==> src/rtl/osc_pkg.sv <==
package osc_pkg;
  typedef enum logic [1:0] {
    ST_RUN   = 2'd0,
    ST_BLANK = 2'd1,
    ST_WAIT  = 2'd2,
    ST_FAULT = 2'd3
  } seq_state_e;

  localparam logic [4:0]  FB_INT_MASK = 5'b01110;
  localparam logic [12:0] POST_MASK   = 13'h001B;
  localparam logic [2:0]  ADDR_FB_HI  = 3'd3;
  localparam logic [2:0]  ADDR_FB_LO  = 3'd4;
  localparam logic [2:0]  ADDR_POST   = 3'd5;
  localparam logic [2:0]  ADDR_MODE   = 3'd6;
  localparam int unsigned POST_MIN    = 2;
endpackage

==> src/rtl/osc_regfile.sv <==
module osc_regfile
  import osc_pkg::*;
#(
  parameter int unsigned DW = 16,
  parameter int unsigned SW = 3
) (
  input  logic          clk_i,
  input  logic          rst_ni,
  input  logic          wr_en_i,
  input  logic [2:0]    wr_addr_i,
  input  logic [DW-1:0] wr_data_i,
  output logic [DW-1:0] fb_hi_o,
  output logic [DW-1:0] fb_lo_o,
  output logic          mode_o,
  output logic [SW-1:0] swing_a_o,
  output logic [SW-1:0] swing_b_o,
  output logic          fb_hi_wr_o,
  output logic          commit_o
);
  assign fb_hi_wr_o = wr_en_i && (wr_addr_i == ADDR_FB_HI);
  assign commit_o   = wr_en_i && (wr_addr_i == ADDR_POST);

  always_ff @(posedge clk_i or negedge rst_ni) begin
    if (!rst_ni) begin
      fb_hi_o   <= '0;
      fb_lo_o   <= '0;
      mode_o    <= 1'b0;
      swing_a_o <= '0;
      swing_b_o <= '0;
    end else if (wr_en_i) begin
      unique case (wr_addr_i)
        ADDR_FB_HI: fb_hi_o <= wr_data_i;
        ADDR_FB_LO: fb_lo_o <= wr_data_i;
        ADDR_POST:  swing_a_o <= wr_data_i[SW-1:0];
        ADDR_MODE: begin
          swing_b_o <= wr_data_i[SW-1:0];
          mode_o    <= wr_data_i[SW];
        end
        default: ;
      endcase
    end
  end
endmodule

==> src/rtl/osc_div_decode.sv <==
module osc_div_decode
  import osc_pkg::*;
#(
  parameter int unsigned IW = 5,
  parameter int unsigned FW = 27,
  parameter int unsigned PW = 13
) (
  input  logic [IW+FW-1:0] fb_raw_i,
  input  logic [PW-1:0]    post_raw_i,
  output logic [IW-1:0]    fb_int_o,
  output logic [FW-1:0]    fb_frac_o,
  output logic [PW-1:0]    post_div_o,
  output logic             post_ok_o
);
  assign fb_int_o   = fb_raw_i[IW+FW-1:FW] ^ FB_INT_MASK;
  assign fb_frac_o  = fb_raw_i[FW-1:0];
  assign post_div_o = post_raw_i ^ POST_MASK;
  // upper bound equals the field maximum, only the floor can fail
  assign post_ok_o  = post_div_o >= PW'(POST_MIN);
endmodule

==> src/rtl/osc_seq.sv <==
module osc_seq
  import osc_pkg::*;
#(
  parameter int unsigned IW          = 5,
  parameter int unsigned FW          = 27,
  parameter int unsigned PW          = 13,
  parameter int unsigned LOCK_TIMEOUT = 4096,
  localparam int unsigned TW         = (LOCK_TIMEOUT > 1) ? $clog2(LOCK_TIMEOUT) : 1
) (
  input  logic          clk_i,
  input  logic          rst_ni,
  input  logic          fb_hi_wr_i,
  input  logic          commit_i,
  input  logic          post_ok_i,
  input  logic [IW-1:0] fb_int_i,
  input  logic [FW-1:0] fb_frac_i,
  input  logic [PW-1:0] post_div_i,
  input  logic          mode_i,
  input  logic          pll_lock_i,
  output logic          pll_apply_o,
  output logic [IW-1:0] fb_int_o,
  output logic [FW-1:0] fb_frac_o,
  output logic [PW-1:0] post_div_o,
  output logic          drv_bypass_o,
  output logic          out_en_o,
  output logic          err_range_o,
  output logic          err_lock_o
);
  seq_state_e    state_q;
  logic [TW-1:0] tmr_q;

  always_ff @(posedge clk_i or negedge rst_ni) begin
    if (!rst_ni) begin
      state_q      <= ST_RUN;
      tmr_q        <= '0;
      pll_apply_o  <= 1'b0;
      fb_int_o     <= '0;
      fb_frac_o    <= '0;
      post_div_o   <= '0;
      drv_bypass_o <= 1'b0;
      out_en_o     <= 1'b1;
      err_range_o  <= 1'b0;
      err_lock_o   <= 1'b0;
    end else begin
      pll_apply_o <= 1'b0;
      if (commit_i) begin
        out_en_o <= 1'b0;
        tmr_q    <= '0;
        if (post_ok_i) begin
          state_q      <= ST_WAIT;
          pll_apply_o  <= 1'b1;
          fb_int_o     <= fb_int_i;
          fb_frac_o    <= fb_frac_i;
          post_div_o   <= post_div_i;
          drv_bypass_o <= mode_i;
          err_range_o  <= 1'b0;
          err_lock_o   <= 1'b0;
        end else begin
          state_q     <= ST_FAULT;
          err_range_o <= 1'b1;
        end
      end else if (fb_hi_wr_i) begin
        out_en_o <= 1'b0;
        if (state_q != ST_FAULT) state_q <= ST_BLANK;
      end else if (state_q == ST_WAIT) begin
        if (pll_lock_i) begin
          state_q  <= ST_RUN;
          out_en_o <= 1'b1;
        end else if (tmr_q == TW'(LOCK_TIMEOUT - 1)) begin
          state_q    <= ST_FAULT;
          err_lock_o <= 1'b1;
        end else begin
          tmr_q <= tmr_q + 1'b1;
        end
      end
    end
  end
endmodule

==> src/rtl/osc_reprog_ctrl.sv <==
module osc_reprog_ctrl
  import osc_pkg::*;
#(
  parameter int unsigned LOCK_TIMEOUT = 4096,
  localparam int unsigned DW = 16,
  localparam int unsigned IW = 5,
  localparam int unsigned FW = 27,
  localparam int unsigned PW = 13,
  localparam int unsigned SW = 3
) (
  input  logic          clk_i,
  input  logic          rst_ni,
  input  logic          wr_en_i,
  input  logic [2:0]    wr_addr_i,
  input  logic [DW-1:0] wr_data_i,
  input  logic          pll_lock_i,
  output logic          pll_apply_o,
  output logic [IW-1:0] fb_int_o,
  output logic [FW-1:0] fb_frac_o,
  output logic [PW-1:0] post_div_o,
  output logic          drv_bypass_o,
  output logic [SW-1:0] swing_a_o,
  output logic [SW-1:0] swing_b_o,
  output logic          out_en_o,
  output logic          err_range_o,
  output logic          err_lock_o
);
  logic [DW-1:0] fb_hi, fb_lo;
  logic          mode, fb_hi_wr, commit, post_ok;
  logic [IW-1:0] dec_int;
  logic [FW-1:0] dec_frac;
  logic [PW-1:0] dec_post;

  osc_regfile #(.DW(DW), .SW(SW)) u_regs (
    .clk_i, .rst_ni, .wr_en_i, .wr_addr_i, .wr_data_i,
    .fb_hi_o(fb_hi), .fb_lo_o(fb_lo), .mode_o(mode),
    .swing_a_o, .swing_b_o,
    .fb_hi_wr_o(fb_hi_wr), .commit_o(commit)
  );

  osc_div_decode #(.IW(IW), .FW(FW), .PW(PW)) u_dec (
    .fb_raw_i({fb_hi, fb_lo}),
    .post_raw_i(wr_data_i[DW-1:SW]),
    .fb_int_o(dec_int), .fb_frac_o(dec_frac),
    .post_div_o(dec_post), .post_ok_o(post_ok)
  );

  osc_seq #(.IW(IW), .FW(FW), .PW(PW), .LOCK_TIMEOUT(LOCK_TIMEOUT)) u_seq (
    .clk_i, .rst_ni,
    .fb_hi_wr_i(fb_hi_wr), .commit_i(commit), .post_ok_i(post_ok),
    .fb_int_i(dec_int), .fb_frac_i(dec_frac), .post_div_i(dec_post),
    .mode_i(mode), .pll_lock_i,
    .pll_apply_o, .fb_int_o, .fb_frac_o, .post_div_o, .drv_bypass_o,
    .out_en_o, .err_range_o, .err_lock_o
  );
endmodule

==> config.mk <==
export PLATFORM = sky130hd
export DESIGN_NAME = osc_reprog_ctrl
export DESIGN_NICKNAME = d
export VERILOG_FILES = /design/src/rtl/osc_pkg.sv /design/src/rtl/osc_regfile.sv /design/src/rtl/osc_div_decode.sv /design/src/rtl/osc_seq.sv /design/src/rtl/osc_reprog_ctrl.sv
export SDC_FILE = /design/constraint.sdc
export NUM_CORES = 1
export LEC_CHECK = 0
export ABC_AREA = 0
export BUFFER_PORTS_ARGS = -buffer_cell sky130_fd_sc_hd__buf_4
export CAP_MARGIN = 10
export CORE_MARGIN = 2
export CORE_UTILIZATION = 40
export CTS_CLUSTER_DIAMETER = 50
export CTS_CLUSTER_SIZE = 40
export DETAILED_ROUTE_END_ITERATION = 10
export PLACE_DENSITY_LB_ADDON = 0.1
export SYNTH_ARGS = -nofsm -noshare
export SYNTH_HDL_FRONTEND = slang
export SYNTH_SLANG_ARGS = --single-unit
export TNS_END_PERCENT = 10
==> constraint.sdc <==
create_clock -name clk_i -period 2.06 [get_ports clk_i]
set_input_delay 0.412 -clock clk_i [delete_from_list [all_inputs] [get_ports clk_i]]
set_output_delay 0.412 -clock clk_i [all_outputs]
set_load 0.02 [all_outputs]
### Yosys cells after proc, flatten, opt, wreduce, memory -nomap -nowiden

Index checks and enable logic that the tools add are counted.

| word-level totals | value |
|---|---|
| register bits | 103 |
| input port bits | 23 |

| operators by class | value |
|---|---|
| add/subtract/negate cells | 1 |
| order comparisons | 1 |
| equality and inequality tests | 12 |
| muxes and demuxes | 25 |
| bitwise logic cells | 2 |
| reductions and logical operators | 16 |

Operator list:

| cell | number |
|---|---|
| $mux W12 | 5 |
| $mux W1 | 14 |
| $ge A13 B2 Y1 const B | 1 |
| $add A12 B1 Y12 const B | 1 |
| $eq A12 B12 Y1 const B | 1 |
| $mux W2 | 6 |
| $reduce_and A2 Y1 | 6 |
| $eq A3 B3 Y1 const B | 3 |
| $ne A2 B1 Y1 const B | 3 |
| $reduce_bool A3 Y1 | 2 |
| $reduce_and A5 Y1 | 1 |
| $ne A2 B2 Y1 const B | 2 |
| $not A4 Y4 | 1 |
| $reduce_and A4 Y1 | 1 |
| $reduce_bool A2 Y1 | 2 |
| $reduce_bool A4 Y1 | 1 |
| $eq A3 B2 Y1 const B | 1 |
| $ne A3 B1 Y1 const B | 1 |
| $not A3 Y3 | 1 |
| $reduce_and A3 Y1 | 1 |
| $eq A2 B2 Y1 const B | 1 |
| $logic_and A1 B1 Y1 | 2 |

### Logic depth before layout (Yosys ltp)

| depth | value |
|---|---|
| depth after elaboration | 6 |
| depth in mapped cells | 7 |
| mapped depth without buffers | 5 |

### Modules after synthesis

Synthesis repeated with hierarchy kept, for this count alone.

| unflattened totals | value |
|---|---|
| cells, all modules | 324 |
| area, all modules | 4523.1 µm² |

Modules (own cells, without submodules):

| module | times used | cells each | area each (µm²) | seq. area each (µm²) |
|---|---|---|---|---|
| osc_seq | 1 | 188 | 2616.3 | 1602.8 |
| osc_regfile | 1 | 87 | 1550.2 | 975.9 |
| osc_div_decode | 1 | 49 | 356.6 | 0.0 |

### Least setup slack after synthesis

OpenSTA, ideal clock, no wires.

| timing path | value |
|---|---|
| path kind | register to register |
| start point | register u_seq.tmr_q[0] |
| end point | register u_seq.tmr_q[9] |
| library setup time | 0.078 ns |
| data arrival time | 1.491 ns |
| setup slack | 0.491 ns |
| cell stages (with the launch flop) | 6 |
| path buffers | 0 |
| clock period less this slack | 1.569 ns |
| cells stage by stage | dfrtp_1 ha_1 nand3_1 o211ai_1 or4_1 a21oi_1 |

| between the ends | value |
|---|---|
| word-level cells in the longest chain between the ends | 6 |

RTL lines:

| item | RTL line | RTL |
|---|---|---|
| from (decl) | osc_seq.sv:30 | `logic [TW-1:0] tmr_q;` |
| from (signal assigned) | osc_seq.sv:73 | `tmr_q <= tmr_q + 1'b1;` |
| $add A12 B1 Y12 | osc_seq.sv:73 |  |
| $mux W12 | osc_seq.sv:69 | `end else if (tmr_q == TW'(LOCK_TIMEOUT - 1)) begin` |
| $mux W12 | osc_seq.sv:66 | `if (pll_lock_i) begin` |
| $mux W12 | osc_seq.sv:65 | `end else if (state_q == ST_WAIT) begin` |
| $mux W12 | osc_seq.sv:62 | `end else if (fb_hi_wr_i) begin` |
| $mux W12 | osc_seq.sv:46 | `if (commit_i) begin` |

Several ways; a longest one is shown, not always the timed one. The select of a mux whose other input is x is not followed.
A chain may end at the register's enable or synchronous reset.

### Worst setup path after layout

| timing path | value |
|---|---|
| start point | register u_seq.tmr_q[0] |
| end point | register u_seq.tmr_q[1] |

The elaborated chain is that of the path after synthesis.

==> results_dict.tcl <==
set metrics [dict create \
    status "finished clean" \
    io_pins 79 \
    multiInputGateArea_um2 1540 \
    fin_ws_ns 0.221 \
    via_per_inst 4.90 \
    hold_viol 0 \
    final_antenna_net_count 0 \
    cts-resized-gates 0 \
    seq_area_frac_synth_pct 60.9 \
    finalSetupTns_ns 0 \
    die_y_um 107 \
    synth-compound-area-share_pct 5.38 \
    holdBufCountCts 0 \
    crit_path_max_incr_delay_ns 0.48 \
    cap_violations 0 \
    dieArea_um2 11400 \
    period_share_pct 89.3 \
    synth.distinct_cells 49 \
    fin_util_pct 50.7 \
    core_um2 10300 \
    syn_area_um2 4230 \
    slew_headroom_pct 65.5 \
    wl_mm 9.59 \
    die_w_um 107 \
    synth-adder-area-share_pct 0.296 \
    drtIter0Drc 102 \
    firstDrtPassIters 4 \
    power_frac_seq_pct 49.3 \
    fin_hold_ws_ns 0.0377 \
    synth_fp_nets 446 \
    fmax_mhz 544 \
    p_int_mw 3.72 \
    grt_pass1_wl_mm 16.2 \
    num_vias 3163 \
    crit_path_start_kind "flip-flop" \
    reg2reg_slack_ns 0.22 \
    cts_tree "done" \
    cts_sinks 103 \
    placementRows 37 \
    start_util_pct 41.2 \
    arrival_ns 2.10 \
    track_usage_pct 18.0 \
    wl_per_cell_um 14.8 \
    cts_buffer_depth 2 \
    ys_seq_elements 103 \
    ys_warn_count 0 \
    muxShareOfSynthArea_pct 6.03 \
    drive_above_1_share_pct 24.9 \
    layout.nets 529 \
    power_frac_comb_pct 23.6 \
    synth_flop_cell "dfrtp_1" \
    cts_buffers 9 \
    synthSimpleGateAreaFrac_pct 24.6 \
    seq_area_um2 2580 \
    postSynthCellCount 422 \
    min_period_ns 1.84 \
    synth.avg_cell_area_um2 10.0 \
    worst_pin_slew_ns 0.515 \
    path_max_fanout 7 \
    grt_pass1_vias 3235 \
    hold_path.class "input port to asynchronous set/reset pin" \
    rsz0062_at_grt "no" \
    placed_cell_area_um2 4980 \
    clock_skew_ns 0.0123 \
    finalNonFillerCells 646 \
    place_congestion 0.795 \
    ctsHtreeMaxLevel 3 \
    overflow 0 \
    dp_slack_ns 0.245 \
    cp_num_buf_inv 0 \
    critPathTopFamily "simple AND/OR/NAND/NOR gates" \
    drc 0 \
    fin_area_um2 5210 \
    r2r_cells 5 \
    grt_max_degree 67 \
    cp.depth 5 \
    power.density_nw_per_um2 1050 \
    r2r_end "u_seq.tmr_q[1]$_DFFE_PN0P_" \
    fillers 1006 \
    synth_top_family_by_area "simple AND/OR/NAND/NOR gates" \
    finalSetupViolations 0 \
    cts_root_buffer "clkbuf_8" \
    portBuffers 78 \
    dp.cells 630 \
    clkPwrFrac_pct 27.1 \
    synth_xor_area_share_pct 0 \
    clk_pin_slew_worst_paths_ns 0.11 \
    synthArstFlopShare_pct 100 \
    cp_slowest_cell "nor3_2" \
    timing.rr.start "u_seq.tmr_q[0]$_DFFE_PN0P_" \
    hpwl_mm 6.50 \
    antenna_cells 0 \
    sw_frac_of_total_pct 32.0 \
    maxSlewViolCount 0 \
    synth_edf_count 0 \
    end_kind "flip-flop" \
    peakVddDrop_uv 452 \
    grt_antenna_before_repair 0 \
    power.leakage_nw 2.69 \
    power_mw 5.47 \
    clock_latency_ns 0.36 \
    power_switching_mw 1.75 \
    post_cts_buffers 0 \
    cp_cell_sequence "ha_1, nand3_1, nor3_2, nor2_1, a32o_1" \
    crit_type "flip-flop to flip-flop" \
    cp.required_ns 2.32 \
    area_growth_pct 23.1 \
]
==> power groups by stage <==
stage               Combinational (mW)  Sequential [mW]  Clock (mW)
floorplan                        0.413             2.99           0
global placement                  1.29             2.73           0
detailed placement                1.32             2.74           0
CTS                               1.32             2.70        1.51
global route                      1.42             2.76        1.60
finish                            1.29             2.70        1.49
==> layout make-up <==
class	count	share of cell area (%)
Sequential cell	103	49.5
Multi-Input combinational cell	300	29.5
Timing Repair Buffer	89	13.1
Tap cell	136	3.27
Clock buffer	9	2.38
Clock inverter	7	2.09
Inverter	2	0.192
==> cell families (layout without fill, tap and decap cells) <==
kind of cell / count (synthesis) / in the layout
and+or+nand+nor: 243 / 243
DFF: 103 / 103
AOI/OAI and AO/OA: 33 / 33
muxes: 23 / 23
buffers and inverters: 19 / 107
adders and majority gates: 1 / 1
==> Yosys cell counts (2+ instances only) <==
master    number  area share, %
clkbuf_1       5           0.44
and3_1         2           0.30
mux2_1         6            1.6
o21ai_0       10            1.2
nor4_1         4           0.59
mux2i_1        3           0.71
a21oi_1        5           0.59
nand4_1        4           0.59
nor2_1         8           0.71
nor3_1         3           0.35
mux2_2        14            3.7
buf_2          6           0.71
and4b_1        3           0.71
buf_6          4            1.1
nand2_1      195             17
nand4b_1       2           0.41
or4_1          2           0.35
nand2b_1       3           0.44
a31oi_1        2           0.30
nand3_1        6           0.71
o211ai_1       3           0.53
dfrtp_1      102             60
nor3_2         2           0.47
o31ai_1        2           0.35
and2_1         2           0.30
==> worst max-delay path by stage <==
stage | from | to | slack (ns)
after floorplan | u_seq.tmr_q[0]$_DFFE_PN0P_ | u_seq.tmr_q[9]$_DFFE_PN0P_ | 0.49
after global placement | u_seq.tmr_q[0]$_DFFE_PN0P_ | u_seq.tmr_q[1]$_DFFE_PN0P_ | 0.26
after detailed placement | u_seq.tmr_q[0]$_DFFE_PN0P_ | u_seq.tmr_q[1]$_DFFE_PN0P_ | 0.25
after CTS | u_seq.tmr_q[0]$_DFFE_PN0P_ | u_seq.tmr_q[1]$_DFFE_PN0P_ | 0.22
after global routing | u_seq.tmr_q[0]$_DFFE_PN0P_ | u_seq.tmr_q[3]$_DFFE_PN0P_ | 0.03
final | u_seq.tmr_q[0]$_DFFE_PN0P_ | u_seq.tmr_q[1]$_DFFE_PN0P_ | 0.22
==> cells in the final DEF, fill, tap and decap left out, types with 3 or more instances in the layout <==
master    Yosys  final
a21oi_1       5      5
and4b_1       3      3
buf_4         1     88
clkbuf_8      0      9
dfrtp_1     102    102
inv_6         0      3
mux2_1        6      6
mux2_2       14     14
mux2i_1       3      3
nand2_1     195    195
nand2b_1      3      3
nand3_1       6      6
nand4_1       4      4
nor2_1        8      8
nor3_1        3      3
nor4_1        4      4
o211ai_1      3      3
o21ai_0      10     10
==> layer usage <==
layer | track usage (%) | part of all wire [%] | wire length, µm
met2 | 28.1 | 46 | 4420
met1 | 25.9 | 49 | 4710
met5 | 0 | 0 | 0
met4 | 5.01 | 0.73 | 70
met3 | 3.28 | 3.9 | 377
==> sequential cells by signal (all words and copies together) (netlist names) <==
register and cells:
u_seq.post_div_o 13, u_regs.fb_lo_o 16, u_seq.out_en_o 1, u_seq.drv_bypass_o 1
u_seq.pll_apply_o 1, u_seq.state_q 2, u_seq.err_lock_o 1, u_regs.mode_o 1
u_regs.swing_a_o 3, u_seq.err_range_o 1, u_seq.tmr_q 12, u_regs.fb_hi_o 16
u_regs.swing_b_o 3, u_seq.fb_frac_o 27, u_seq.fb_int_o 5
No activity file was read; power rests on OpenSTA's default activity.
